--- src/rtl/lin_err_status_pkg.sv ---
package lin_err_status_pkg;
    localparam int unsigned REG_W   = 8;
    localparam int unsigned N_FLAGS = 6;

    // flag index -> register bit position (software decodes these)
    function automatic int unsigned flag_pos(input int unsigned idx);
        case (idx)
            0: flag_pos = 0;  // bit error
            1: flag_pos = 2;  // overrun
            2: flag_pos = 3;  // framing
            3: flag_pos = 4;  // expansion bit
            4: flag_pos = 5;  // ID match
            default: flag_pos = 6; // parity
        endcase
    endfunction

    typedef struct packed {
        logic par;
        logic idm;
        logic exp;
        logic frm;
        logic ovr;
        logic bite;
    } evt_t;
endpackage

--- src/rtl/lin_err_status_qual.sv ---
module lin_err_status_qual
    import lin_err_status_pkg::*;
(
    input  evt_t det,
    input  logic en_bit,
    input  logic en_ovr,
    input  logic en_frm,
    input  logic snooze,
    input  logic wake_rx_en,
    input  logic err_irq_off,
    input  logic lock,
    output evt_t set
);
    logic frm_allowed;

    always_comb begin
        frm_allowed = en_frm && (!snooze || (wake_rx_en && !err_irq_off));
        set      = '0;
        if (!lock) begin
            set.bite = det.bite && en_bit;
            set.ovr  = det.ovr  && en_ovr;
            set.frm  = det.frm  && frm_allowed;
            set.exp  = det.exp;
            set.idm  = det.idm;
            set.par  = det.par;
        end
    end
endmodule

--- src/rtl/lin_err_status_cell.sv ---
module lin_err_status_cell (
    input  logic clk,
    input  logic rst_n,
    input  logic lock,
    input  logic set,
    input  logic wr_en,
    input  logic wr_bit,
    output logic q
);
    logic flag_d;
    logic flag_q;

    always_comb begin
        flag_d = flag_q;
        if (lock)
            flag_d = 1'b0;
        else if (set)
            flag_d = 1'b1;
        else if (wr_en && !wr_bit)
            flag_d = 1'b0;
    end

    always_ff @(posedge clk or negedge rst_n) begin
        if (!rst_n) flag_q <= 1'b0;
        else        flag_q <= flag_d;
    end

    assign q = flag_q;
endmodule

--- src/rtl/lin_err_status.sv ---
module lin_err_status
    import lin_err_status_pkg::*;
(
    input  logic       clk,
    input  logic       rst_n,
    input  logic       lin_rst_mode,
    input  logic       snooze,
    input  logic       wake_rx_en,
    input  logic       err_irq_off,
    input  logic       en_bit,
    input  logic       en_ovr,
    input  logic       en_frm,
    input  logic       det_bit,
    input  logic       det_ovr,
    input  logic       det_frm,
    input  logic       det_exp,
    input  logic       det_idm,
    input  logic       det_par,
    input  logic       wr_en,
    input  logic [7:0] wr_data,
    output logic [7:0] rd_data,
    output logic       flag_bit,
    output logic       flag_ovr,
    output logic       flag_frm,
    output logic       flag_exp,
    output logic       flag_idm,
    output logic       flag_par
);
    evt_t det_vec;
    evt_t set_vec;
    evt_t flags;
    logic [REG_W-1:0] rd_d;

    always_comb begin
        det_vec.bite = det_bit;
        det_vec.ovr  = det_ovr;
        det_vec.frm  = det_frm;
        det_vec.exp  = det_exp;
        det_vec.idm  = det_idm;
        det_vec.par  = det_par;
    end

    lin_err_status_qual u_qual (
        .det         (det_vec),
        .en_bit      (en_bit),
        .en_ovr      (en_ovr),
        .en_frm      (en_frm),
        .snooze      (snooze),
        .wake_rx_en  (wake_rx_en),
        .err_irq_off (err_irq_off),
        .lock        (lin_rst_mode),
        .set         (set_vec)
    );

    for (genvar gi = 0; gi < N_FLAGS; gi++) begin : g_cell
        localparam int unsigned POS = flag_pos(gi);
        lin_err_status_cell u_cell (
            .clk    (clk),
            .rst_n  (rst_n),
            .lock   (lin_rst_mode),
            .set    (set_vec[gi]),
            .wr_en  (wr_en),
            .wr_bit (wr_data[POS]),
            .q      (flags[gi])
        );
    end

    always_comb begin
        rd_d = '0;
        for (int i = 0; i < N_FLAGS; i++)
            rd_d[flag_pos(i)] = flags[i];
    end

    assign rd_data  = rd_d;
    assign flag_bit = flags.bite;
    assign flag_ovr = flags.ovr;
    assign flag_frm = flags.frm;
    assign flag_exp = flags.exp;
    assign flag_idm = flags.idm;
    assign flag_par = flags.par;
endmodule

--- config.mk ---
export PLATFORM = sky130hd
export DESIGN_NAME = lin_err_status
export DESIGN_NICKNAME = d
export VERILOG_FILES = /design/src/rtl/lin_err_status_pkg.sv /design/src/rtl/lin_err_status_qual.sv /design/src/rtl/lin_err_status_cell.sv /design/src/rtl/lin_err_status.sv
export SDC_FILE = /design/constraint.sdc
export NUM_CORES = 1
export LEC_CHECK = 0
export BUFFER_PORTS_ARGS = -buffer_cell sky130_fd_sc_hd__clkbuf_2
export CORE_AREA = 5 5 43 45
export CTS_BUF_LIST = sky130_fd_sc_hd__clkbuf_16
export DETAILED_ROUTE_END_ITERATION = 10
export DIE_AREA = 0 0 48 50
export PLACE_DENSITY = 0.65
export SLEW_MARGIN = 25
export SYNTH_ARGS = -nofsm -noshare
export SYNTH_HDL_FRONTEND = slang
export SYNTH_SLANG_ARGS = --single-unit
--- constraint.sdc ---
create_clock -name clk -period 0.8 [get_ports clk]
set_clock_uncertainty 0.05 [all_clocks]
set_input_delay 0.12 -clock clk [delete_from_list [all_inputs] [get_ports clk]]
set_output_delay 0.12 -clock clk [all_outputs]
set_load 0.01 [all_outputs]
## Word-level counts from Yosys, hierarchy flattened

Index checks and enable logic that the tools add are counted.

- Register bits: 6
- Output and inout port bits: 14
- Word-level logic and storage cells: 51

- Mux-type cells: 19
- Reduce and logical (&&, ||, !) cells: 26

Operators with widths:

| kind | count |
|---|---|
| $mux 1 | 18 |
| $reduce_bool 3->1 | 6 |
| $logic_and 1x1->1 | 11 |
| $logic_not 1->1 | 8 |
| $mux 6 | 1 |
| $logic_or 1x1->1 | 1 |

## Longest topological paths before layout

Gate-level depths: netlist of run 1.

- Depth in word-level cells: 8
- Mapped depth: 3
- Mapped depth without buffers: 3

## Modules after synthesis

Synthesis of run 1 repeated with hierarchy kept, for this count alone.

- Cell total of the unflattened synthesis: 43
- Area, all modules: 435.4 um^2

By module, submodules not included:

| module | times used | cells each | area each (um^2) |
|---|---|---|---|
| lin_err_status_cell | 6 | 4 | 51.3 |
| lin_err_status | 1 | 9 | 63.8 |
| lin_err_status_qual | 1 | 10 | 63.8 |

## Worst setup path before layout of run 1

OpenSTA, ideal clock, no wires.

- Path type: flip-flop to flip-flop
- Start point: register g_cell[2].u_cell.q (netlist name)
- End point: register g_cell[2].u_cell.flag_q
- Library setup time: 127 ps
- Arrival: 571 ps
- Slack: 52 ps
- Stages on the path, launching flop included: 3
- Period minus slack after synthesis: 748 ps
- Path through: dfrtp_1 > o211ai_2 > o31ai_2

RTL lines:

| element | RTL line | text |
|---|---|---|
| to (signal assigned) | lin_err_status_cell.sv:25 | `else flag_q <= flag_d;` |
| to (decl) | lin_err_status_cell.sv:11 | `logic flag_q;` |

## Worst setup path in the final report of run 1

- Start point: register g_cell[2].u_cell.flag_q
- End point: output rd_data[3]

RTL lines:

| element | RTL line | text |
|---|---|---|
| to (decl) | lin_err_status.sv:21 | `output logic [7:0] rd_data,` |

No word-level cell between the ends.

==> results.sh, run 1 <==
export IMPL_outcome="finished with violations"
export IMPL_violations="setup timing"
export IMPL_final_core_util_pct=38.7
export IMPL_netSwitchingFraction_pct=19.3
export IMPL_nNetsFinal=94
export IMPL_start_util_pct=23.0
export IMPL_leakagePower_nw=0.330
export IMPL_synth_distinct_cells=11
export IMPL_crit_path_cell_trace="buf_2"
export IMPL_cts_root_buf="clkbuf_16"
export IMPL_finalSetupViolCount=13
export IMPL_p_comb_share_pct=12.8
export IMPL_ios=38
export IMPL_power_frac_seq_pct=25.9
export IMPL_overflow=0
export IMPL_n_antenna_cell=0
export IMPL_dieArea_mm2=0.00240
export IMPL_final_common_cell="clkbuf_2"
export IMPL_netlist_instances=37
export IMPL_avgSynthCellArea_um2=8.93
export IMPL_timing_hold_violations_final=0
export IMPL_crit_family="flip-flops"
export IMPL_place_congestion=0.624
export IMPL_critical_path_slowest_cell="dfrtp_1"
export IMPL_die_w_um=48
export IMPL_cts_buffer_depth=2
export IMPL_fmax_ghz=1.08
export IMPL_cts_inserted_buffers=3
export IMPL_clockPowerShare_pct=61.3
export IMPL_ys_seq_elements=6
export IMPL_wl_per_cell_um=10.3
export IMPL_dp_cells=79
export IMPL_cts_sinks=6
export IMPL_grt_max_degree=8
export IMPL_drv_cap=0
export IMPL_rows=14
export IMPL_route_detailed_drc=0
export IMPL_design_area_um2=556
export IMPL_p_int_mw=1.05
export IMPL_cts_tree="yes"
export IMPL_grt_first_pass_wirelength_mm=1.26
export IMPL_antenna_left=0
export IMPL_via_per_inst=3.92
export IMPL_ir_drop_uv=1370
export IMPL_syn2layout_area_growth_pct=68.2
export IMPL_insertion_delay_ps=230
export IMPL_crit_type="flop to primary output"
export IMPL_synthesis_area_um2=330
export IMPL_hold_class="primary input to flop"
export IMPL_globalRouteTotalUtil_pct=7.94
export IMPL_critPathBufInv=1
export IMPL_cp_arrival_ps=760
export IMPL_routed_wl_um=869
export IMPL_synth_area_top_cells="dfrtp_1 45%, buf_4 18%, a21oi_1 7.6%, o21ai_0 7.6%, inv_1 4.5%"
export IMPL_die_height_um=50
export IMPL_cp_start_kind="flop"
export IMPL_cp_max_fo=3
export IMPL_endpoint_kind="primary output"
export IMPL_yosysTopAreaCell="dfrtp_1"
export IMPL_period_needed_ps=929
export IMPL_antenna_found_initial=0
export IMPL_ys_seq_area_share_pct=45.5
export IMPL_slew_viol_final=0
export IMPL_final_layout_size_suffix_gt1_share_pct=60.3
export IMPL_worstPathRequired_ps=630
export IMPL_via_count=329
export IMPL_yosysTopAreaCellShare_pct=45.5
export IMPL_port_buffers=33
export IMPL_clk_pin_slew_ps=30
export IMPL_power_density_mw_per_mm2=2340
export IMPL_switching_power_uw=252
export IMPL_synth_warnings=0
export IMPL_final_cells=84
export IMPL_drtIter0Drc=3
export IMPL_total_power_mw=1.30
export IMPL_fin_crit_sh_pct=116
export IMPL_dr_pass1_iters=2
export IMPL_slowest_delay_ps=390
export IMPL_fillers=152
export IMPL_final_cell_mix="32 x clkbuf_2, 6 x dfrtp_1, 5 x o21ai_0, 5 x a21oi_1, 4 x inv_1"
export IMPL_coreArea_mm2=0.00144
export IMPL_setup_ws_ps=-129
export IMPL_rsz0062_at_grt="yes"
export IMPL_h_tree_depth=1
export IMPL_grt_pass1_vias=310
export IMPL_largest_register_ffs=6
export IMPL_postPlaceCellArea_um2=459
## path summary, 6_finish.rpt
path                                     from                  to  slack (ps)  depth (start not counted)
min in group asynchronous               rst_n  g_cell[0].u_cell.q         210                          2
setup reg to reg           g_cell[2].u_cell.q  g_cell[2].u_cell.q         -10                          3
max in group asynchronous               rst_n  g_cell[4].u_cell.q         340                          2
hold reg to reg            g_cell[0].u_cell.q  g_cell[0].u_cell.q         500                          2
setup / recovery           g_cell[2].u_cell.q          rd_data[3]        -130                          1
hold / removal                        det_idm  g_cell[4].u_cell.q          60                          3
## area by class of cell
| class | instances | area (um^2) | area share (%) |
|---|---|---|---|
| repair buffers | 35 | 186 | 33.6 |
| clock buffers | 3 | 75.1 | 13.5 |
| multi-input cells | 18 | 101 | 18.2 |
| flip-flops and latches | 6 | 150 | 27.0 |
| inverters | 6 | 22.5 | 4.05 |
| well taps | 16 | 20.0 | 3.60 |
## power by group through the flow
stage	Sequential, mW	Combinational, mW	Clock [mW]
4_1_cts	0.338	0.170	0.823
3_5_place_dp	0.342	0.160	0
2_1_floorplan	0.350	0.0810	0
3_3_place_gp	0.340	0.159	0
5_1_grt	0.341	0.186	0.851
6_report	0.338	0.166	0.798
## metrics by stage
stage | TNS, ps | hold WS [ps] | setup WS (ps)
finish | -1280 | 55.5 | -129
global route | -1670 | 59.0 | -153
CTS | -1400 | 52.4 | -125
detailed placement | 0 | -88.1 | 79.9
global placement | 0 | -91.8 | 83.7
floorplan | 0 | -226 | 51.9
## timing repair
item / in CTS / in global routing
endpoints found under the hold margin: 6 / 0
setup endpoints to repair: 12 / 13
resized for setup: 0 / 2
setup buffers: 1 / 0
cloned: 0 / 0
pin swaps: 0 / 1
hold buffers: 1 / 0
## cell usage after synthesis, drive strengths merged
| cell type | number |
|---|---|
| a21oi | 5 |
| conb | 1 |
| inv | 6 |
| buf | 8 |
| o31ai | 1 |
| a21boi | 1 |
| o211ai | 1 |
| nand2 | 3 |
| o21ai | 5 |
| dfrtp | 6 |
## logic make-up (layout without fill, tap and decap cells)
logic type             count (synthesis)  after routing  share of synthesized area, %
and+or+nand+nor                        3              3                          3.41
DFF                                    6              6                          45.5
other                                  1              2                          1.14
buffers and inverters                 14             44                          25.0
AOI/OAI and AO/OA                     13             13                          25.0
## layer usage
| layer | global-route usage (%) | vias to the layer above | wire [um] |
|---|---|---|---|
| met5 | 0 | - | 0 |
| met4 | 2.69 | 0 | 4 |
| met3 | 6.55 | 2 | 162 |
| met2 | 11.7 | 27 | 389 |
| met1 | 8.23 | 126 | 312 |
| li1 | - | 174 | - |
Note: power is estimated with default switching activity, not from simulation.
==> run 2, diff against run 1 <==
- BUFFER_PORTS_ARGS: -buffer_cell sky130_fd_sc_hd__clkbuf_2 -> default
- DONT_BUFFER_PORTS: default -> 1
- PLACE_DENSITY: 0.65 -> 0.42
==> run 2 against run 1 <==
Effect of this change: sequential share of layout area rose by 5.2 points; the run ends with hold timing, setup timing left; hold slack worse by 150 ps; highest routed layer unchanged; global-route usage shrank 0.90 points; first-iteration DRC count shrank 67%.
==> results.sh, run 2 (synthesized netlist as in run 1, its figures left out) <==
export IMPL_outcome="finished with violations"
export IMPL_violations="hold timing, setup timing"
export IMPL_crit_path_cell_trace="buf_6"
export IMPL_hold_class="primary input to flop"
export IMPL_finalSetupViolCount=14
export IMPL_wl_per_cell_um=13.5
export IMPL_globalRouteTotalUtil_pct=7.04
export IMPL_place_congestion=0.547
export IMPL_crit_family="flip-flops"
export IMPL_cts_hold_buf=1
export IMPL_whs_path_depth=1
export IMPL_leakagePower_nw=0.231
export IMPL_via_count=256
export IMPL_slew_viol_final=0
export IMPL_insertion_delay_ps=220
export IMPL_antenna_found_initial=0
export IMPL_fmax_ghz=1.09
export IMPL_dieArea_mm2=0.00240
export IMPL_drtIter0Drc=1
export IMPL_cts_root_buf="clkbuf_16"
export IMPL_grt_first_pass_wirelength_mm=1.13
export IMPL_final_layout_size_suffix_gt1_share_pct=38.1
export IMPL_cp_arrival_ps=750
export IMPL_final_cell_mix="6 x dfrtp_1, 6 x buf_6, 5 x a21oi_1"
export IMPL_antenna_left=0
export IMPL_overflow=0
export IMPL_cp_start_kind="flop"
export IMPL_endpoint_kind="primary output"
export IMPL_cts_sinks=6
export IMPL_nNetsFinal=68
export IMPL_timing_hold_violations_final=6
export IMPL_setup_ws_ps=-115
export IMPL_cts_tree="yes"
export IMPL_grt_max_degree=8
export IMPL_power_density_mw_per_mm2=2710
export IMPL_coreArea_mm2=0.00144
export IMPL_rows=14
export IMPL_route_detailed_drc=0
export IMPL_n_antenna_cell=0
export IMPL_h_tree_depth=1
export IMPL_dp_hpwl_um=629
export IMPL_crit_type="flop to primary output"
export IMPL_die_w_um=48
export IMPL_holdWs_ps=-97.0
export IMPL_port_buffers=0
export IMPL_period_needed_ps=915
export IMPL_grt_pass1_vias=264
export IMPL_via_per_inst=4.41
export IMPL_cts_inserted_buffers=3
export IMPL_cts_buffer_depth=2
export IMPL_slowest_delay_ps=380
export IMPL_critPathBufInv=1
export IMPL_fin_crit_sh_pct=114
export IMPL_die_height_um=50
export IMPL_cp_depth=1
export IMPL_routed_wl_um=785
export IMPL_total_power_mw=1.26
export IMPL_critical_path_slowest_cell="dfrtp_1"
export IMPL_clk_pin_slew_ps=30
export IMPL_rsz0062_at_grt="yes"
export IMPL_worstPathRequired_ps=630
export IMPL_cp_max_fo=2
export IMPL_start_util_pct=23.0
export IMPL_ios=38
export IMPL_dr_pass1_iters=4
export IMPL_reg2reg_depth=3
export IMPL_ir_drop_uv=696
export IMPL_syn2layout_area_growth_pct=40.9
export IMPL_drv_cap=0
export IMPL_largest_register_ffs=6
==> run 2: cell types whose count changed in the layout (fill, tap and decap cells not counted) <==
cell,change
buf_6,+5
o21ai_2,+1
buf_2,-1
buf_4,+2
o21ai_0,-1
clkbuf_2,-32
==> run 2: per-stage QoR <==
step                area, um^2  TNS (ps)  cells  utilization [%]  setup WS (ps)
floorplan                  334         0     38                -           51.9
global placement           339         0     52             23.6            101
detailed placement         339         0     52             23.6           90.1
CTS                        454     -1330     57             31.6           -113
global route               465     -1590     58             32.4           -128
finish                     465     -1290     58             32.4           -115
==> run 2: path summary, 6_finish.rpt <==
check	end	slack (ps)	startpoint
max	rd_data[4]	-120	g_cell[3].u_cell.q
min	g_cell[4].u_cell.q	-100	lin_rst_mode
max in group asynchronous	g_cell[3].u_cell.q	310	rst_n
min reg2reg	g_cell[1].u_cell.q	500	g_cell[1].u_cell.q
min in group asynchronous	g_cell[4].u_cell.q	160	rst_n
max reg2reg	g_cell[2].u_cell.q	-40	g_cell[2].u_cell.q
==> run 2: area by class of cell <==
type / count / area (um^2)
Inverter: 6 / 22.5
Tap cell: 16 / 20.0
Fill cell: 157 / 971
Sequential cell: 6 / 150
Clock buffer: 3 / 75.1
Multi-Input combinational cell: 18 / 105
Timing Repair Buffer: 9 / 92.6
==> run 2: routing by layer <==
metal	track usage, %	routed length, um
met1	7.58	270
met2	10.8	403
met3	2.18	96
met4	5.38	14
met5	0	0
==> run 2: timing repair <==
action,4_1_cts,5_1_grt
resized for setup,6,2
hold endpoints to repair,12,6
setup endpoints to repair,12,13
buffers inserted,1,1
pin swaps,0,1
==> run 2: power by group <==
| part | internal (mW) | switching (mW) | total [mW] | leakage [nW] |
|---|---|---|---|---|
| registers | 0.325 | 0.0123 | 0.337 | 0.0778 |
| logic | 0.0643 | 0.0666 | 0.131 | 0.116 |
| clock network | 0.640 | 0.155 | 0.795 | 0.0370 |
| total | 1.03 | 0.234 | 1.26 | 0.231 |
==> run 3, diff against run 2 <==
- MAX_ROUTING_LAYER: default -> met4
==> run 3 against run 2 <==
Effect of this change: the run still ends with hold timing, setup timing left; combinational power about the same; maximum frequency about the same; via count unchanged; worst setup slack about the same; wire length unchanged; critical path type unchanged; highest routed layer is now met3.
==> results.sh, run 3 (synthesized netlist as in run 1, its figures left out) <==
export IMPL_violations="hold timing, setup timing"
export IMPL_cts_inserted_buffers=3
export IMPL_cp_arrival_ps=750
export IMPL_slowest_delay_ps=380
export IMPL_reg2reg_from="g_cell[2].u_cell.q"
export IMPL_finalSetupViolCount=14
export IMPL_fillers=157
export IMPL_drv_cap=0
export IMPL_grt_first_pass_wirelength_mm=1.13
export IMPL_globalRouteTotalUtil_pct=7.21
export IMPL_holdWs_ps=-97.2
export IMPL_final_cells=58
export IMPL_reg2reg_depth=3
export IMPL_dr_pass1_iters=4
export IMPL_die_w_um=48
export IMPL_clk_pin_slew_ps=30
export IMPL_antenna_found_initial=0
export IMPL_rsz0062_at_grt="yes"
export IMPL_multi_input_area_um2=105
export IMPL_hold_class="primary input to flop"
export IMPL_syn2layout_area_growth_pct=40.9
export IMPL_overflow=0
export IMPL_r2r_slack_ps=-40
export IMPL_cp_max_fo=2
export IMPL_leakagePower_nw=0.231
export IMPL_insertion_delay_ps=220
export IMPL_rows=14
export IMPL_crit_family="flip-flops"
export IMPL_critical_path_slowest_cell="dfrtp_1"
export IMPL_cts_root_buf="clkbuf_16"
export IMPL_period_needed_ps=916
export IMPL_wl_per_cell_um=13.5
export IMPL_design_area_um2=465
export IMPL_cts_buffer_depth=2
export IMPL_route_detailed_drc=0
export IMPL_postPlaceCellArea_um2=339
export IMPL_final_cell_mix="6 x dfrtp_1, 6 x buf_6, 5 x a21oi_1"
export IMPL_port_buffers=0
export IMPL_largest_register_ffs=6
export IMPL_start_util_pct=23.0
export IMPL_die_height_um=50
export IMPL_final_layout_size_suffix_gt1_share_pct=38.1
export IMPL_cts_hold_buf=1
export IMPL_endpoint_kind="primary output"
export IMPL_dp_cells=52
export IMPL_startpoint="g_cell[3].u_cell.q"
export IMPL_via_per_inst=4.41
export IMPL_coreArea_mm2=0.00144
export IMPL_routed_wl_um=785
export IMPL_dp_hpwl_um=629
export IMPL_whs_endpoint="g_cell[4].u_cell.q"
export IMPL_crit_type="flop to primary output"
export IMPL_outcome="finished with violations"
export IMPL_pre_cts_slack_ps=90.1
export IMPL_tns_ps=-1300
export IMPL_fmax_ghz=1.09
export IMPL_cts_tree="yes"
export IMPL_antenna_left=0
export IMPL_grt_pass1_vias=265
export IMPL_worstPathRequired_ps=630
export IMPL_nNetsFinal=68
export IMPL_slew_viol_final=0
export IMPL_crit_path_cell_trace="buf_6"
export IMPL_via_count=256
export IMPL_setup_ws_ps=-116
export IMPL_worstHoldStart="lin_rst_mode"
export IMPL_drtIter0Drc=2
export IMPL_dieArea_mm2=0.00240
export IMPL_ios=38
export IMPL_seq_area_um2=150
export IMPL_ir_drop_uv=696
export IMPL_critPathBufInv=1
export IMPL_timing_hold_violations_final=6
export IMPL_grt_max_degree=8
export IMPL_r2r_end="g_cell[2].u_cell.q"
export IMPL_fin_crit_sh_pct=114
export IMPL_cts_sinks=6
export IMPL_place_congestion=0.549
export IMPL_h_tree_depth=1
export IMPL_whs_path_depth=1
export IMPL_cp_start_kind="flop"
export IMPL_power_density_mw_per_mm2=2710
export IMPL_n_antenna_cell=0
## run 3: cell counts in the layout (fill, tap and decap cells not counted)
No cell type changed its count.
## run 3: metal layers
layer,routed length [um],global-route usage [%]
met1,272,7.58
met5,0,-
met3,94,2.18
met2,418,10.8
met4,0,5.38
## run 3: repair_timing
item	4_1_cts	5_1_grt
endpoints found under the hold margin	12	6
endpoints found under the setup margin	12	13
pin swaps	0	1
buffers inserted	1	1
resized for setup	6	2
## run 3: stage by stage
stage                     hold slack (ps)  power [mW]  util [%]
after detailed placement             -225       0.438      23.6
after global placement               -225       0.434      23.6
after floorplan                      -226       0.431         -
after global routing                 -104        1.31      32.4
after CTS                           -98.7        1.27      31.6
final                               -97.2        1.26      32.4
## run 3: worst max-delay path by stage
stage	cells after the start	slack, ps	endpoint
2_1_floorplan	2	50	g_cell[2].u_cell.q
3_3_place_gp	2	100	g_cell[2].u_cell.q
3_5_place_dp	2	90	g_cell[2].u_cell.q
4_1_cts	1	-110	flag_exp
5_1_grt	1	-130	rd_data[3]
6_report	1	-120	rd_data[4]
## run 3: final cells by class
cell class | count | area share [%]
well taps | 16 | 4.30
repair buffers | 9 | 19.9
clock buffers | 3 | 16.1
flip-flops and latches | 6 | 32.3
inverters | 6 | 4.84
multi-input cells | 18 | 22.6
## run 3: power breakdown
part	internal, mW	total (mW)	switching (mW)
Sequential	0.325	0.337	0.0124
Combinational	0.0643	0.131	0.0667
Clock	0.640	0.795	0.154
